===== src/rtl/xw_pkg.sv =====
package xw_pkg;
  localparam int ADDR_W    = 32;
  localparam int BASE_LO   = 14;
  localparam int BASE_HI_W = ADDR_W - BASE_LO;
  localparam int VPN_W     = 20;
  localparam int TBL_HI_W  = 22;

  localparam logic [1:0] AK_NONE  = 2'b00;
  localparam logic [1:0] AK_XLATE = 2'b01;
  localparam logic [1:0] AK_PERM  = 2'b10;

  localparam logic [1:0] DT_FAULT = 2'b00;
  localparam logic [1:0] DT_TABLE = 2'b01;
  localparam logic [1:0] DT_SECT  = 2'b10;

  localparam logic [1:0] AP_NONE = 2'b00;
  localparam logic [1:0] AP_PRIV = 2'b01;
  localparam logic [1:0] AP_RO   = 2'b10;

  typedef struct packed {
    logic             sect;
    logic [VPN_W-1:0] vtag;
    logic [VPN_W-1:0] ptag;
    logic [1:0]       ap;
  } tlb_ent_t;

  function automatic logic [ADDR_W-1:0] l1_desc_addr(input logic [BASE_HI_W-1:0] base_hi,
                                                     input logic [ADDR_W-1:0] va);
    return {base_hi, va[31:20], 2'b00};
  endfunction

  function automatic logic [ADDR_W-1:0] l2_desc_addr(input logic [TBL_HI_W-1:0] tbl_hi,
                                                     input logic [ADDR_W-1:0] va);
    return {tbl_hi, va[19:12], 2'b00};
  endfunction

  function automatic logic perm_ok(input logic [1:0] ap, input logic priv, input logic wr);
    case (ap)
      AP_NONE: return 1'b0;
      AP_PRIV: return priv;
      AP_RO:   return !wr;
      default: return 1'b1;
    endcase
  endfunction

  function automatic logic entry_match(input tlb_ent_t e, input logic [VPN_W-1:0] vpn);
    if (e.sect) return e.vtag[19:8] == vpn[19:8];
    return e.vtag == vpn;
  endfunction

  function automatic logic [ADDR_W-1:0] entry_pa(input tlb_ent_t e, input logic [ADDR_W-1:0] va);
    if (e.sect) return {e.ptag[19:8], va[19:0]};
    return {e.ptag, va[11:0]};
  endfunction
endpackage


===== src/rtl/xw_base_reg.sv =====
module xw_base_reg
  import xw_pkg::*;
(
  input  logic                 clk,
  input  logic                 rst_n,
  input  logic                 wr_en,
  input  logic [ADDR_W-1:0]    wr_data,
  output logic [BASE_HI_W-1:0] base_hi,
  output logic [ADDR_W-1:0]    base_full
);
  logic [BASE_HI_W-1:0] hi_q;
  logic                 unused_lo;

  assign unused_lo = ^wr_data[BASE_LO-1:0];

  always_ff @(posedge clk) begin
    if (!rst_n)     hi_q <= '0;
    else if (wr_en) hi_q <= wr_data[ADDR_W-1:BASE_LO];
  end

  assign base_hi   = hi_q;
  assign base_full = {hi_q, {BASE_LO{1'b0}}};
endmodule


===== src/rtl/xw_tlb.sv =====
module xw_tlb
  import xw_pkg::*;
#(
  parameter int ENTRIES = 8
) (
  input  logic             clk,
  input  logic             rst_n,
  input  logic [VPN_W-1:0] lk_vpn,
  output logic             hit,
  output tlb_ent_t         hit_ent,
  input  logic             clear,
  input  logic             wr_en,
  input  tlb_ent_t         wr_ent
);
  localparam int IW = (ENTRIES > 1) ? $clog2(ENTRIES) : 1;
  localparam logic [IW-1:0] LAST = IW'(ENTRIES - 1);

  logic [ENTRIES-1:0] vld;
  logic [ENTRIES-1:0] match;
  tlb_ent_t           ent [ENTRIES];
  logic [IW-1:0]      rr;
  logic               fill_go;

  assign fill_go = wr_en && !clear;

  generate
    for (genvar gi = 0; gi < ENTRIES; gi++) begin : g_cmp
      assign match[gi] = vld[gi] && entry_match(ent[gi], lk_vpn);
    end
  endgenerate

  always_comb begin
    hit     = |match;
    hit_ent = '0;
    for (int i = ENTRIES - 1; i >= 0; i--) begin
      if (match[i]) hit_ent = ent[i];
    end
  end

  always_ff @(posedge clk) begin
    if (!rst_n) begin
      vld <= '0;
      rr  <= '0;
    end else if (clear) begin
      vld <= '0;
      rr  <= '0;
    end else if (wr_en) begin
      vld[rr] <= 1'b1;
      rr      <= (rr == LAST) ? '0 : rr + IW'(1);
    end
  end

  always_ff @(posedge clk) begin
    if (fill_go) ent[rr] <= wr_ent;
  end

  p_clear_empties_r8: assert property (@(posedge clk) disable iff (!rst_n)
    clear |=> (vld == '0));
  p_fill_marks_slot_r5: assert property (@(posedge clk) disable iff (!rst_n)
    fill_go |=> vld[$past(rr)]);
endmodule


===== src/rtl/xw_walk_ctl.sv =====
module xw_walk_ctl
  import xw_pkg::*;
(
  input  logic                 clk,
  input  logic                 rst_n,
  input  logic                 start,
  input  logic [ADDR_W-1:0]    start_va,
  input  logic                 start_wr,
  input  logic                 start_priv,
  input  logic [BASE_HI_W-1:0] base_hi,
  output logic                 mem_req_valid,
  input  logic                 mem_req_ready,
  output logic [ADDR_W-1:0]    mem_req_addr,
  input  logic                 mem_rsp_valid,
  input  logic [ADDR_W-1:0]    mem_rsp_data,
  output logic                 idle,
  output logic                 done,
  output logic [1:0]           done_kind,
  output logic [ADDR_W-1:0]    done_pa,
  output logic                 fill_en,
  output tlb_ent_t             fill_ent
);
  typedef enum logic [2:0] {W_IDLE, W_L1_REQ, W_L1_WAIT, W_L2_REQ, W_L2_WAIT} wstate_e;

  wstate_e             st;
  logic [ADDR_W-1:0]   va_q;
  logic                wr_q;
  logic                priv_q;
  logic [TBL_HI_W-1:0] tbl_q;

  logic l1_rsp, l2_rsp, sect_end, tbl_step, l1_fault, l2_fault, page_end, xl_fault, granted;
  logic unused_bits;

  assign unused_bits = ^{mem_rsp_data[9:6], mem_rsp_data[3:2]};

  assign l1_rsp   = (st == W_L1_WAIT) && mem_rsp_valid;
  assign l2_rsp   = (st == W_L2_WAIT) && mem_rsp_valid;
  assign sect_end = l1_rsp && (mem_rsp_data[1:0] == DT_SECT);
  assign tbl_step = l1_rsp && (mem_rsp_data[1:0] == DT_TABLE);
  assign l1_fault = l1_rsp && !sect_end && !tbl_step;
  assign l2_fault = l2_rsp && (mem_rsp_data[1:0] == DT_FAULT);
  assign page_end = l2_rsp && !l2_fault;
  assign xl_fault = l1_fault || l2_fault;

  assign idle          = (st == W_IDLE);
  assign mem_req_valid = (st == W_L1_REQ) || (st == W_L2_REQ);
  assign mem_req_addr  = (st == W_L2_REQ) ? l2_desc_addr(tbl_q, va_q)
                                          : l1_desc_addr(base_hi, va_q);

  always_comb begin
    fill_ent.vtag = va_q[31:12];
    if (sect_end) begin
      fill_ent.sect = 1'b1;
      fill_ent.ptag = {mem_rsp_data[31:20], 8'h00};
      fill_ent.ap   = mem_rsp_data[11:10];
    end else begin
      fill_ent.sect = 1'b0;
      fill_ent.ptag = mem_rsp_data[31:12];
      fill_ent.ap   = mem_rsp_data[5:4];
    end
  end

  assign fill_en   = sect_end || page_end;
  assign done      = fill_en || xl_fault;
  assign granted   = perm_ok(fill_ent.ap, priv_q, wr_q);
  assign done_kind = xl_fault ? AK_XLATE : (granted ? AK_NONE : AK_PERM);
  assign done_pa   = (xl_fault || !granted) ? '0 : entry_pa(fill_ent, va_q);

  always_ff @(posedge clk) begin
    if (!rst_n) begin
      st     <= W_IDLE;
      va_q   <= '0;
      wr_q   <= 1'b0;
      priv_q <= 1'b0;
      tbl_q  <= '0;
    end else begin
      case (st)
        W_IDLE: if (start) begin
          va_q   <= start_va;
          wr_q   <= start_wr;
          priv_q <= start_priv;
          st     <= W_L1_REQ;
        end
        W_L1_REQ: if (mem_req_ready) st <= W_L1_WAIT;
        W_L1_WAIT: begin
          if (tbl_step) begin
            tbl_q <= mem_rsp_data[31:10];
            st    <= W_L2_REQ;
          end else if (l1_rsp) begin
            st <= W_IDLE;
          end
        end
        W_L2_REQ:  if (mem_req_ready) st <= W_L2_WAIT;
        W_L2_WAIT: if (l2_rsp) st <= W_IDLE;
        default:   st <= W_IDLE;
      endcase
    end
  end

  p_addr_hold_r10: assert property (@(posedge clk) disable iff (!rst_n)
    (mem_req_valid && !mem_req_ready) |=> (mem_req_valid && $stable(mem_req_addr)));
  p_section_no_l2_r3: assert property (@(posedge clk) disable iff (!rst_n)
    sect_end |=> !mem_req_valid);
  p_done_to_idle_r10: assert property (@(posedge clk) disable iff (!rst_n)
    done |=> idle);
endmodule


===== src/rtl/xlate_walker.sv =====
module xlate_walker
  import xw_pkg::*;
#(
  parameter int TLB_ENTRIES = 8
) (
  input  logic        clk,
  input  logic        rst_n,
  input  logic        req_valid,
  output logic        req_ready,
  input  logic [31:0] req_va,
  input  logic        req_write,
  input  logic        req_priv,
  output logic        rsp_valid,
  output logic [31:0] rsp_pa,
  output logic [1:0]  rsp_abort_kind,
  output logic        mem_req_valid,
  input  logic        mem_req_ready,
  output logic [31:0] mem_req_addr,
  input  logic        mem_rsp_valid,
  input  logic [31:0] mem_rsp_data,
  input  logic        base_wr_en,
  input  logic [31:0] base_wr_data,
  output logic [31:0] base_q,
  input  logic        flush
);
  logic [BASE_HI_W-1:0] base_hi;
  logic                 tlb_clear, look_hit, req_fire, hit_fire, miss_fire;
  tlb_ent_t             hit_ent, fill_ent;
  logic                 walk_idle, walk_done, fill_en, hit_ok;
  logic [1:0]           walk_kind;
  logic [ADDR_W-1:0]    walk_pa;

  assign tlb_clear = flush || base_wr_en;
  assign req_ready = walk_idle && !tlb_clear;
  assign req_fire  = req_valid && req_ready;
  assign hit_fire  = req_fire && look_hit;
  assign miss_fire = req_fire && !look_hit;
  assign hit_ok    = perm_ok(hit_ent.ap, req_priv, req_write);

  xw_base_reg u_base (
    .clk       (clk),
    .rst_n     (rst_n),
    .wr_en     (base_wr_en),
    .wr_data   (base_wr_data),
    .base_hi   (base_hi),
    .base_full (base_q)
  );

  xw_tlb #(.ENTRIES(TLB_ENTRIES)) u_tlb (
    .clk     (clk),
    .rst_n   (rst_n),
    .lk_vpn  (req_va[31:12]),
    .hit     (look_hit),
    .hit_ent (hit_ent),
    .clear   (tlb_clear),
    .wr_en   (fill_en),
    .wr_ent  (fill_ent)
  );

  xw_walk_ctl u_walk (
    .clk           (clk),
    .rst_n         (rst_n),
    .start         (miss_fire),
    .start_va      (req_va),
    .start_wr      (req_write),
    .start_priv    (req_priv),
    .base_hi       (base_hi),
    .mem_req_valid (mem_req_valid),
    .mem_req_ready (mem_req_ready),
    .mem_req_addr  (mem_req_addr),
    .mem_rsp_valid (mem_rsp_valid),
    .mem_rsp_data  (mem_rsp_data),
    .idle          (walk_idle),
    .done          (walk_done),
    .done_kind     (walk_kind),
    .done_pa       (walk_pa),
    .fill_en       (fill_en),
    .fill_ent      (fill_ent)
  );

  always_ff @(posedge clk) begin
    if (!rst_n) begin
      rsp_valid      <= 1'b0;
      rsp_pa         <= '0;
      rsp_abort_kind <= AK_NONE;
    end else begin
      rsp_valid <= hit_fire || walk_done;
      if (hit_fire) begin
        rsp_pa         <= hit_ok ? entry_pa(hit_ent, req_va) : '0;
        rsp_abort_kind <= hit_ok ? AK_NONE : AK_PERM;
      end else if (walk_done) begin
        rsp_pa         <= walk_pa;
        rsp_abort_kind <= walk_kind;
      end
    end
  end

  p_hit_no_read_r1: assert property (@(posedge clk) disable iff (!rst_n)
    hit_fire |=> !mem_req_valid);
  p_miss_holds_off_r10: assert property (@(posedge clk) disable iff (!rst_n)
    miss_fire |=> !req_ready);
  p_abort_zero_pa_r6: assert property (@(posedge clk) disable iff (!rst_n)
    (rsp_valid && rsp_abort_kind != AK_NONE) |-> (rsp_pa == '0));
  p_walk_starts_read_r2: assert property (@(posedge clk) disable iff (!rst_n)
    miss_fire |=> mem_req_valid);
endmodule


===== config.mk =====
export PLATFORM = sky130hd
export DESIGN_NAME = xlate_walker
export DESIGN_NICKNAME = d
export VERILOG_FILES = /design/src/rtl/xw_pkg.sv /design/src/rtl/xw_base_reg.sv /design/src/rtl/xw_tlb.sv /design/src/rtl/xw_walk_ctl.sv /design/src/rtl/xlate_walker.sv
export SDC_FILE = /design/constraint.sdc
export NUM_CORES = 1
export LEC_CHECK = 0
export BUFFER_PORTS_ARGS = -buffer_cell sky130_fd_sc_hd__buf_2
export CAP_MARGIN = 10
export CORE_MARGIN = 4
export CORE_UTILIZATION = 50
export CTS_CLUSTER_SIZE = 16
export DETAILED_ROUTE_END_ITERATION = 8
export PLACE_DENSITY = 0.69
export SYNTH_ARGS = -nofsm -noshare
export SYNTH_HDL_FRONTEND = slang
export SYNTH_SLANG_ARGS = --single-unit
export TNS_END_PERCENT = 30

===== constraint.sdc =====
create_clock -name clk -period 5 [get_ports clk]
set_clock_uncertainty 0.15 [all_clocks]
set_input_delay 1 -clock clk [delete_from_list [all_inputs] [get_ports clk]]
set_output_delay 1 -clock clk [all_outputs]
set_load 0.01 [all_outputs]

## Word level (Yosys, flattened, before mapping)

Memory sizes are Yosys's and may differ from the RTL's.
Index checks and enable logic that the tools add are counted.

- Shift-type cells: 0
- Equal/unequal tests: 32
- Divide/modulo/power cells: 0
- Reductions and logical operators: 47
- Multipliers: 0
- Muxes and demuxes: 66
- Add/sub/neg operators: 1
- Bitwise gates (word level): 2
- Magnitude comparators: 2

Operators by type and width:

| kind | count |
|---|---|
| $mux W43 | 8 |
| $mux W32 | 9 |
| $eq A20 B20 Y1 | 8 |
| $eq A12 B12 Y1 | 8 |
| $mux W1 | 32 |
| $logic_and A1 B1 Y1 | 22 |
| $mux W3 | 7 |
| $pmux W3 S5 | 1 |
| $mux W10 | 1 |
| $mux W2 | 5 |
| $logic_not A1 Y1 | 8 |
| $or A8 B8 Y8 | 1 |
| $reduce_or A8 Y1 | 1 |
| $logic_or A1 B1 Y1 | 7 |
| $eq A2 B1 Y1 const B | 3 |
| $eq A2 B2 Y1 const B | 3 |
| $eq A3 B2 Y1 const B | 2 |
| $eq A3 B3 Y1 const B | 2 |
| $logic_not A2 Y1 | 3 |
| $ne A2 B2 Y1 const B | 3 |
| $pmux W1 S3 | 2 |
| $reduce_and A5 Y1 | 1 |
| $lt A3 B4 Y1 const B | 1 |
| $reduce_and A2 Y1 | 2 |
| other kinds (10) | 10 |

- Bits in latches: 0
- Logic and storage cells: 162
- Register bits after elaboration: 123
- Memories: 1
- Memory bits (writable): 344
- Bits in read-only memories: 0

Memory list:

| memory | depth | width | rd ports | clocked after Yosys merged registers in | wr ports | line | source |
|---|---|---|---|---|---|---|---|
| u_tlb.ent | 8 | 43 | 8 | 0 | 1 | xw_tlb.sv:20 | `tlb_ent_t ent [ENTRIES];` |

## Longest topological paths before layout

Gate-level depths: netlist of the first run.
An unclocked memory read counts as a cell.

- Depth in word-level cells: 19
- Gate-level depth with buffers: 14

## Modules after synthesis

From an unflattened synthesis of the first run, not the netlist that was laid out.

- Cells, all modules: 1795
- Area total of the unflattened synthesis: 21926.0 µm²

Modules (own cells, without submodules):

| module | sequential area each (µm²) | area an instance (µm²) | times used | cells each |
|---|---|---|---|---|
| xw_tlb | 10550.1 | 15835.2 | 1 | 1105 |
| xw_walk_ctl | 1181.1 | 3228.1 | 1 | 419 |
| xlate_walker | 700.7 | 1930.6 | 1 | 181 |
| xw_base_reg | 360.3 | 932.1 | 1 | 90 |

## Least setup slack after synthesis of the first run

OpenSTA, ideal clock, no wires.

- Path kind: input -> register
- Start: input mem_rsp_data[0]
- End: memory u_tlb.ent[0][0] (netlist bit) (enable)
- Stages: 6
- Path buffers: 1
- Required time: 4406 ps
- Arrival time: 3847 ps
- Library setup time: 444 ps
- Setup slack: 560 ps
- Cell sequence: inv_1 a21oi_1 or3_1 clkbuf_1 or3_1 nor2_1

- Word-level cells in the longest chain between the ends: 8
- Elaborated cells between the ends (all ways): 10
- Those cells by class: eq/ne (1); mux (2); reduce/logical (7)

RTL lines:

| element | line | source |
|---|---|---|
| from (decl) | xlate_walker.sv:20 | `input logic [31:0] mem_rsp_data,` |
| $logic_not A2 Y1 | xw_walk_ctl.sv:41 | `assign l2_fault = l2_rsp && (mem_rsp_data[1:0] == DT_FAULT);` |
| $logic_and A1 B1 Y1 | xw_walk_ctl.sv:41 |  |
| $logic_not A1 Y1 | xw_walk_ctl.sv:42 | `assign page_end = l2_rsp && !l2_fault;` |
| $logic_and A1 B1 Y1 | xw_walk_ctl.sv:42 |  |
| $logic_or A1 B1 Y1 (*) | xw_walk_ctl.sv:63 | `assign fill_en = sect_end \|\| page_end;` |
| $logic_and A1 B1 Y1 (*) | xw_tlb.sv:24 | `assign fill_go = wr_en && !clear;` |
| $mux W1 (*) | xw_tlb.sv:54 | `if (fill_go) ent[rr] <= wr_ent;` |
| $mux W1 (not written as such) (*) | xw_tlb.sv:54 |  |
| to (decl) | xw_tlb.sv:20 |  |

Mark *: on every way between the ends. The rest lies on a longest branch, timed or not.

## Final worst setup path of the first run

- Start: input req_va[17]
- End: register rsp_pa[19]

- Word-level cells in the longest chain between the ends: 17
- Elaborated cells between the ends (all ways): 45
- Those cells by class: eq/ne (10); mux (23); reduce/logical (12)

RTL lines:

| element | line | source |
|---|---|---|
| from (decl) | xlate_walker.sv:10 | `input logic [31:0] req_va,` |
| $eq A20 B20 Y1 | xw_pkg.sv:48 | `return e.vtag == vpn;` |
| $mux W1 | xw_pkg.sv:48 |  |
| $logic_and A1 B1 Y1 | xw_tlb.sv:28 | `assign match[gi] = vld[gi] && entry_match(ent[gi], lk_vpn);` |
| $mux W43 (8 in a row) | xw_tlb.sv:36 | `if (match[i]) hit_ent = ent[i];` |
| $mux W1 | xw_pkg.sv:52 | `if (e.sect) return {e.ptag[19:8], va[19:0]};` |
| $mux W1 | xlate_walker.sv:88 | `if (hit_fire) begin` |
| $mux W1 | xlate_walker.sv:82 | `if (!rst_n) begin` |
| $mux W32 | xw_pkg.sv:53 | `return {e.ptag, va[11:0]};` |
| $mux W32 | xlate_walker.sv:89 | `rsp_pa <= hit_ok ? entry_pa(hit_ent, req_va) : '0;` |
| $mux W32 | xlate_walker.sv:88 |  |
| to (signal assigned) | xlate_walker.sv:89 |  |
| to (signal assigned) | xlate_walker.sv:92 | `rsp_pa <= walk_pa;` |
| to (decl) | xlate_walker.sv:14 | `output logic [31:0] rsp_pa,` |

Parallel ways exist; a longest one is shown, timed or not. The select of a mux whose other input is x is not followed.
A chain may end at the register's enable or synchronous reset.

==> run summary, run 1 <==
Worst hold path depth: 2
Layout cells sized above 1: 20.3%
Resized cells post-CTS: 0
Non-Filler Instances: 2350
Min Hold Slack: 0.308 ns
Gate power share: 8.7%
Reg-to-Reg End: rsp_pa[19]
Placed Cells: 2258
FILL cells: 3148
Main flop type after synthesis: edfxtp_1
Slew Limit Fails: 0
Routability cong.: 0.841
Reg2Reg Setup Slack: 1.24 ns
TritonRoute pass-1 iters: 5
H-tree levels: 2
YS warnings: 0
Power per standard cell area: 372 nW/um^2
Worst Setup End Kind: flip-flop
Die ar.: 43900 um^2
Utilization after layout: 58.5%
Post-DP HPWL: 37.0 mm
CTS root buf: clkbuf_16
# rows: 73
Buffer count from post-CTS setup fixing: 0
GR Util All Layers: 24.9%
Core area: 39900 um^2
Routed wire length: 55.9 mm
Post-synthesis instance total: 1617
Via count: 14.1k
# DRC: 0
CP arrival: 4.44 ns
Initial antenna violation count: 2
Mapped cell area: 20300 um^2
Min-delay worst type: reg -> reg
Starting DRT DRC Count: 1584
Worst Max-Slew Pin Slew: 0.892 ns
Rel. slew slack: 40.0%
First-pass GRT wire length: 84.5 mm
Area grow syn2layout: 15.0%
Sw Share: 23.8%
Max-cap violations: 0
Wire length per cell: 23.8 um
Minimum clock period: 4.10 ns
Deepest clock path buffer count: 3
FF+latch area: 12800 um^2
Async set-or-reset flop fraction in the synthesized netlist: 0%
Worst r2r src: u_tlb.ent[1][27]
Hold EP: u_walk.tbl_q[0]
Congestion Overflow GR: 0
Post-synthesis sequential area ratio: 63.0%
Sequential power share: 50.4%
RSZ-0062 raised after global routing: no
Crit start category: input port
Leak Pwr: 8.22 nW
FF+latch count, synth: 467
Peak fanout along the critical path: 22
Max IR drop VDD: 0.274 mV
Num ports: 206
Setup tns final: 0 ns
DR vias/cell: 5.99
Reg2Reg Depth: 11
CTS Hold Bufs: 0
Antenna viol nets, final: 0
Clk pwr share: 40.9%
CTS clk-pin slew, worst paths: 0.06 ns
Syn avg cell area: 12.6 um^2
Internal: 6.61 mW
Chip height: 209 um
Sink Count: 467
Status: complete, no violations
IO buf count: 169
Multi-input logic area: 6960 um^2
Number of synthesized flops with an enable pin: 344
Vias in the first global route: 13.8k
CTS tree: done
Final period utilization: 82.0%
Hold_sp: u_walk.tbl_q[0]
Critical path class: in -> reg
Required @ worst endpoint: 5.34 ns
Final Hold Violating Endpoints: 0
CTS Buf Count: 48
Final #Nets: 1891
Distinct cell type count after synthesis: 84
Fmax: 244 MHz
Final setup violating endpoints: 0
Starting Density: 50.9%
Sw power: 2.07 mW
Clk_lat worst skew: 0.57 ns
Largest net degree at the start of global routing: 55
DIE WIDTH: 209 um
==> critical path, cell delays in order <==
cell and delay (ns):
buf_2 0.33, xor2_1 0.13, nor4_1 0.78, a21o_1 0.44, a22oi_4 0.20, a41oi_2 0.35, buf_4 0.27, or3_1 0.16
buf_4 0.27, o21ai_1 0.10, or2_1 0.26, o22ai_1 0.13
==> cell type report <==
class	count	share of cell area (%)
flip-flops and latches	467	54.8
multi-input cells	1033	29.8
clock buffers	67	5.98
repair buffers	224	5.57
well taps	525	2.82
clock inverters	23	0.831
inverters	10	0.161
diodes	1	0.0107
==> power by group through the flow <==
stage	logic (mW)	clock network (mW)	registers (mW)
4_1_cts	0.750	3.59	4.37
3_3_place_gp	0.724	0	4.45
6_report	0.754	3.55	4.37
3_5_place_dp	0.744	0	4.45
5_1_grt	0.820	3.76	4.38
2_1_floorplan	0.440	0	4.44
==> Yosys cell counts (3+ instances only) <==
| cell | n | area (um^2) |
|---|---|---|
| a221oi_1 | 13 | 114 |
| o21a_1 | 9 | 67.6 |
| a21oi_1 | 84 | 420 |
| buf_4 | 27 | 203 |
| buf_2 | 38 | 190 |
| nor2b_1 | 3 | 18.8 |
| o21ai_0 | 22 | 110 |
| nor2_1 | 133 | 499 |
| and2_1 | 15 | 93.8 |
| edfxtp_1 | 344 | 10300 |
| mux2i_1 | 53 | 531 |
| o21bai_1 | 4 | 30.0 |
| a31oi_1 | 12 | 75.1 |
| nand2b_1 | 18 | 113 |
| nor3_1 | 33 | 165 |
| clkbuf_1 | 50 | 188 |
| o311a_1 | 13 | 130 |
| xor2_1 | 66 | 578 |
| and3_1 | 18 | 113 |
| mux2_2 | 37 | 417 |
| nand3b_1 | 3 | 22.5 |
| a311oi_1 | 8 | 70.1 |
| o211ai_1 | 16 | 120 |
| dfxtp_1 | 123 | 2460 |
| a2bb2oi_1 | 11 | 96.3 |
| xnor2_1 | 94 | 823 |
| o21ai_1 | 21 | 105 |
| inv_1 | 8 | 30.0 |
| o221ai_1 | 8 | 70.1 |
| or3_1 | 15 | 93.8 |
| nor4_1 | 26 | 163 |
| nand4_1 | 30 | 188 |
| o22ai_1 | 14 | 87.6 |
| buf_6 | 5 | 56.3 |
| nor4_2 | 5 | 62.6 |
| nand3_1 | 40 | 200 |
| nand2_1 | 107 | 402 |
| o2111ai_1 | 33 | 289 |
==> state kept, by name, summed over array words and instances, names as in the netlist <==
name and count:
u_tlb.rr 3, u_tlb.vld 8, u_walk.priv_q 1, u_tlb.ent 344, u_base.base_hi 18, u_walk.tbl_q 22, u_walk.st 3, rsp_abort_kind 2
rsp_valid 1, u_walk.wr_q 1, u_walk.va_q 32, rsp_pa 32
==> worst max path at each step <==
stage | from | to | slack [ns] | depth (start not counted)
2_1_floorplan | mem_rsp_data[0] | u_tlb.ent[0][0] | 0.56 | 6
3_3_place_gp | req_va[16] | rsp_pa[23] | 0.33 | 12
3_5_place_dp | req_va[12] | rsp_pa[28] | 0.21 | 12
4_1_cts | req_va[12] | rsp_pa[24] | 0.77 | 12
5_1_grt | req_va[17] | rsp_pa[19] | 0.78 | 12
6_report | req_va[17] | rsp_pa[19] | 0.90 | 12
==> routing by layer <==
metal	track usage, %	up-vias	share of wire [%]
li1	-	6371	-
met1	35.2	6885	42
met4	7.09	4	2.5
met3	5.28	103	9.3
met2	39.2	722	46
met5	0	-	0.038
==> logic make-up (layout without fill, tap and decap cells) <==
| group | after synthesis | count (layout) | synth area share, % |
|---|---|---|---|
| flip-flops | 467 | 467 | 63.0 |
| other | 1 | 17 | 0.0185 |
| multiplexers | 91 | 91 | 4.72 |
| AO/OA/AOI/OAI | 296 | 296 | 10.2 |
| adder cells (fa/ha/maj) | 2 | 2 | 0.123 |
| XOR/XNOR | 160 | 160 | 6.90 |
| AND/OR/NAND/NOR | 468 | 468 | 11.7 |
| buffers and inverters | 132 | 324 | 3.36 |
==> per-stage QoR <==
| stage | worst slack [ns] | instance area [um^2] | power, mW |
|---|---|---|---|
| 5_1_grt | 0.782 | 23300 | 8.96 |
| 3_3_place_gp | 0.327 | 21700 | 5.17 |
| 3_5_place_dp | 0.208 | 21700 | 5.20 |
| 2_1_floorplan | 0.560 | 20400 | 4.88 |
| 4_1_cts | 0.767 | 23300 | 8.71 |
| 6_report | 0.900 | 23300 | 8.67 |
==> layout by cell type, fill, tap and decap left out, types with 21 or more instances in the layout <==
cell type  count
dfxtp_1      123
mux2_2        37
nor4_1        26
xor2_1        66
nand4_1       30
xnor2_1       94
o2111ai_1     33
nor2_1       125
a21oi_1       84
mux2i_1       53
buf_4         51
clkbuf_16     50
edfxtp_1     344
o21ai_0       22
o21ai_1       21
nor3_1        30
nand3_1       40
nand2_1      107
buf_2        169
(Power assumes the default switching activity.)
==> run 2, diff against run 1 <==
--- a/config.mk
+++ b/config.mk
@@ -11,7 +11,7 @@
 export CORE_UTILIZATION = 50
 export CTS_CLUSTER_SIZE = 16
 export DETAILED_ROUTE_END_ITERATION = 8
-export PLACE_DENSITY = 0.69
+export PLACE_DENSITY = 0.72
 export SYNTH_ARGS = -nofsm -noshare
 export SYNTH_HDL_FRONTEND = slang
 export SYNTH_SLANG_ARGS = --single-unit
==> constraint.sdc (replaced) <==
create_clock -name clk -period 3.55 [get_ports clk]
set_clock_uncertainty 0.15 [all_clocks]
set_input_delay 0.71 -clock clk [delete_from_list [all_inputs] [get_ports clk]]
set_output_delay 0.71 -clock clk [all_outputs]
set_load 0.01 [all_outputs]
==> run summary, run 2 (synthesized netlist as in run 1, its figures left out) <==
Starting DRT DRC Count: 1461
CTS Buf Count: 47
Post-DP HPWL: 39.2 mm
# rows: 73
Leak Pwr: 8.97 nW
Die ar.: 43900 um^2
Reg2Reg Depth: 10
PnR worst setup slack: 0.119 ns
Busiest layer in global routing: met2
Buffer count from post-CTS setup fixing: 0
Non-Filler Cell Area, Final: 24600 um^2
Final period utilization: 96.6%
Worst Max-Slew Pin Slew: 0.830 ns
Worst Setup End Kind: flip-flop
Utilization after layout: 61.7%
Worst hold path depth: 3
First-pass GRT wire length: 85.7 mm
Power per standard cell area: 501 nW/um^2
DP Worst Slack: -0.302 ns
Initial antenna violation count: 2
GR Util met3: 5.80%
Biggest register: u_tlb.ent
Chip height: 209 um
Deepest clock path buffer count: 3
# DRC: 0
Largest regs: u_tlb.ent x344, rsp_pa x32, u_walk.va_q x32
Largest net degree at the start of global routing: 48
Final setup violating endpoints: 0
CTS Hold Bufs: 0
Sink Count: 467
M2 GR Usage: 39.9%
CP arrival: 3.78 ns
Slew Limit Fails: 0
Wire length per cell: 22.7 um
Critical path class: reg -> reg
Reg2Reg Setup Slack: 0.12 ns
Area grow syn2layout: 21.4%
GR Util All Layers: 25.0%
Via count: 14.7k
DIE WIDTH: 209 um
Clk_lat worst skew: 0.57 ns
Hold EP: u_base.base_hi[8]
Power after layout: 12.3 mW
Resized cells post-CTS: 0
Reg-to-Reg End: rsp_pa[27]
Final #Nets: 2028
Min-delay worst type: in -> reg
Minimum clock period: 3.43 ns
Vias in the first global route: 14.6k
Core area: 39900 um^2
Met1 usage: 34.3%
Commonest non-fill, non-tap cell in the layout: edfxtp_1
CTS root buf: clkbuf_16
Congestion Overflow GR: 0
TritonRoute pass-1 iters: 5
H-tree levels: 2
CTS clk-pin slew, worst paths: 0.06 ns
Non-Filler Instances: 2487
Peak fanout along the critical path: 7
Fmax: 292 MHz
Max IR drop VDD: 0.376 mV
Routed wire length: 56.4 mm
DR vias/cell: 5.92
Layout cells sized above 1: 25.6%
Largest register FFs: 344
Num ports: 206
Min Hold Slack: 0.228 ns
Worst r2r src: u_tlb.ent[2][26]
Placed Cells: 2397
RSZ-0062 raised after global routing: no
IO buf count: 169
Rel. slew slack: 44.7%
Routability cong.: 0.889
Antenna viol nets, final: 0
Final Hold Violating Endpoints: 0
Setup tns final: 0 ns
Status: complete, no violations
Starting Density: 50.9%
Area post-placement: 23100 um^2
Required @ worst endpoint: 3.90 ns
Crit start category: flip-flop
Max-cap violations: 0
Hold_sp: base_wr_data[22]
Commonest cells after routing, fill and taps aside: 344 x edfxtp_1, 169 x buf_2, 167 x buf_4, 125 x nor2_1, 123 x dfxtp_1
CTS tree: done
-- run 2: final cells by class --
class                      count  area [um^2]
inverter                      10         37.5
clock buffer                  59         1260
clock inverter                29          310
timing repair buffer         362         2620
tap                          525          657
multi-input combinational   1033         6960
fill                        3019        15300
sequential                   467        12800
antenna                        2         5.00
-- run 2: worst max-delay path by stage --
stage | slack [ns] | cells past startpoint | endpoint | start
2_1_floorplan | -0.68 | 7 | u_tlb.ent[0][0] | u_walk.st[1]
3_3_place_gp | -0.21 | 13 | rsp_pa[24] | req_va[18]
3_5_place_dp | -0.30 | 14 | rsp_pa[20] | req_va[29]
4_1_cts | 0.18 | 10 | rsp_pa[22] | u_tlb.ent[2][26]
5_1_grt | 0.03 | 10 | rsp_pa[22] | u_tlb.ent[2][26]
6_report | 0.12 | 10 | rsp_pa[27] | u_tlb.ent[2][26]
-- run 2: worst max-delay path, cell delays in order, from the launching register on --
cell and delay, ns:
edfxtp_1 0.37, xor2_1 0.15, nor4_1 0.71, a41oi_1 0.33, a2bb2oi_1 0.29, and2_1 0.40, buf_12 0.22, o311a_1 0.11
nor4_1 0.36, o2111ai_1 0.17, o21ai_1 0.11
-- run 2: power breakdown --
part | internal, mW | switching (mW) | leakage, nW
clock network | 2.96 | 2.05 | 0.760
logic | 0.485 | 0.701 | 4.07
registers | 6.01 | 0.136 | 4.14
total | 9.46 | 2.88 | 8.97
-- run 2: layer usage --
layer	up-vias	wire, um
met5	-	0
li1	6642	-
met2	727	26400
met3	110	5570
met1	7239	22700
met4	0	1690
==> run 3, diff against run 2 <==
--- a/config.mk
+++ b/config.mk
@@ -8,10 +8,9 @@
 export BUFFER_PORTS_ARGS = -buffer_cell sky130_fd_sc_hd__buf_2
 export CAP_MARGIN = 10
 export CORE_MARGIN = 4
-export CORE_UTILIZATION = 50
+export CORE_UTILIZATION = 30
 export CTS_CLUSTER_SIZE = 16
 export DETAILED_ROUTE_END_ITERATION = 8
-export PLACE_DENSITY = 0.72
 export SYNTH_ARGS = -nofsm -noshare
 export SYNTH_HDL_FRONTEND = slang
 export SYNTH_SLANG_ARGS = --single-unit
==> run summary, run 3 (synthesized netlist as in run 1, its figures left out) <==
Status: complete, no violations
CTS root buf: clkbuf_16
Area grow syn2layout: 23.7%
Peak fanout along the critical path: 21
GR Util met3: 2.91%
Biggest register: u_tlb.ent
Largest regs: u_tlb.ent x344, rsp_pa x32, u_walk.va_q x32
Max IR drop VDD: 0.316 mV
Die ar.: 71900 um^2
Core area: 67200 um^2
Commonest cells after routing, fill and taps aside: 344 x edfxtp_1, 169 x buf_2, 157 x buf_4, 125 x nor2_1, 123 x dfxtp_1
Sw power: 2.95 mW
Num ports: 206
Final #Nets: 2024
Worst Max-Slew Pin Slew: 0.897 ns
Layout cells sized above 1: 25.6%
H-tree levels: 2
Sequential power share: 49.7%
# rows: 95
Post-DP HPWL: 41.0 mm
Wire length per cell: 20.8 um
Max-cap violations: 0
Internal: 9.40 mW
First-pass GRT wire length: 88.3 mm
Antenna viol nets, final: 0
Slowest CP cell: or4_1
DIE WIDTH: 268 um
Vias in the first global route: 14.1k
Deepest clock path buffer count: 3
RSZ-0062 raised after global routing: no
DP Worst Slack: -0.398 ns
# DRC: 0
Largest register FFs: 344
Minimum clock period: 3.30 ns
Routability cong.: 0.863
DR vias/cell: 5.04
Met1 usage: 21.9%
PnR worst setup slack: 0.248 ns
Non-Filler Instances: 2828
FILL cells: 6334
Gate power share: 9.6%
TritonRoute pass-1 iters: 8
Leak Pwr: 8.94 nW
# diodes: 0
Critical path class: reg -> reg
Reg2Reg Depth: 13
CTS tree: done
Commonest non-fill, non-tap cell in the layout: edfxtp_1
Final Hold Violating Endpoints: 0
IO buf count: 169
Largest net degree at the start of global routing: 55
Sw Share: 23.9%
Min-delay worst type: in -> reg
Initial antenna violation count: 3
CP Cell Sequence: xnor2_1 -> nand4_1 -> or4_1 -> a2bb2oi_1 -> buf_4 -> buf_4 -> a41oi_2 -> buf_4 -> or3_1 -> buf_12 -> o21ai_0 -> o211ai_1 -> o21ai_1
Chip height: 268 um
Slew Limit Fails: 0
Routed wire length: 58.8 mm
Worst hold path depth: 3
Clk_lat worst skew: 0.58 ns
CTS Buf Count: 47
Sink Count: 467
Power per standard cell area: 492 nW/um^2
Clk pwr share: 40.6%
Required @ worst endpoint: 3.85 ns
GR Util All Layers: 16.0%
Crit start category: flip-flop
Power after layout: 12.4 mW
Placed Cells: 2740
Congestion Overflow GR: 0
Starting DRT DRC Count: 999
Most used cell, CP: buf_4
Busiest layer in global routing: met2
Rel. slew slack: 40.2%
Slowest Stage Delay on Critical Path: 0.62 ns
Via count: 14.3k
Final setup violating endpoints: 0
Fmax: 303 MHz
CTS clk-pin slew, worst paths: 0.06 ns
Starting Density: 30.2%
CP arrival: 3.60 ns
Final period utilization: 93.0%
Worst Setup End Kind: flip-flop
M2 GR Usage: 27.0%
run 3: changes by cell type in the layout (fill, tap and decap cells not counted), moves of 2 or more:
cell,before,now
diode_2,2,0
clkbuf_1,9,14
clkinv_1,12,4
buf_12,26,32
buf_4,167,157
clkinvlp_2,0,3
run 3: per-stage QoR:
stage | utilization, % | hold slack (ns) | instance area, um^2 | TNS [ns]
6_report | 37.4 | 0.211 | 25100 | 0
5_1_grt | 37.4 | 0.198 | 25100 | 0
4_1_cts | 37.4 | 0.178 | 25100 | 0
3_5_place_dp | 35.0 | 0.299 | 23500 | -10.33
3_3_place_gp | 35.0 | 0.294 | 23500 | -9.84
2_1_floorplan | - | 0.282 | 20400 | -162.74
run 3: layout make-up:
class | instances | area, um^2 | area share (%)
sequential | 467 | 12800 | 50.9
multi-input combinational | 1033 | 6970 | 27.7
timing repair buffer | 358 | 2670 | 10.6
clock buffer | 63 | 1270 | 5.05
tap | 873 | 1090 | 4.35
clock inverter | 24 | 298 | 1.19
inverter | 10 | 37.5 | 0.149
run 3: power by group through the flow:
stage	Combinational, mW	Clock, mW	Sequential, mW
final	1.19	5.02	6.14
after CTS	1.20	5.11	6.14
after floorplan	0.620	0	6.26
after global placement	1.17	0	6.25
after global routing	1.30	5.34	6.16
after detailed placement	1.19	0	6.26
run 3: final timing paths:
| check | startpoint | end | slack [ns] |
|---|---|---|---|
| setup reg to reg | u_tlb.ent[2][41] | rsp_pa[12] | 0.25 |
| hold / removal | base_wr_data[17] | u_base.base_hi[3] | 0.21 |
| hold reg to reg | u_walk.tbl_q[3] | u_walk.tbl_q[3] | 0.31 |
| setup / recovery | u_tlb.ent[2][41] | rsp_pa[12] | 0.25 |
run 3: per-layer routing:
metal	share of wire [%]	routed length [um]	vias to the layer above
met1	43	25400	7041
met2	48	28200	513
met3	7.4	4370	53
met5	0.014	8	-
li1	-	-	6642
met4	1.2	727	2
run 3: repair_timing:
action                                  in CTS  in global routing
gates resized for setup                      0                  2
buffers inserted                             0                  1
endpoints found under the setup margin       0                 10
hold buffers                                 0                  0
run 3: critical path: cells and delay by family, from the launching register on:
kind	cells	cell delay, ns
AO/OA/AOI/OAI	5	0.66
XOR/XNOR	1	0.28
buffers and inverters	4	0.64
flip-flops	1	0.38
AND/OR/NAND/NOR	3	1.04
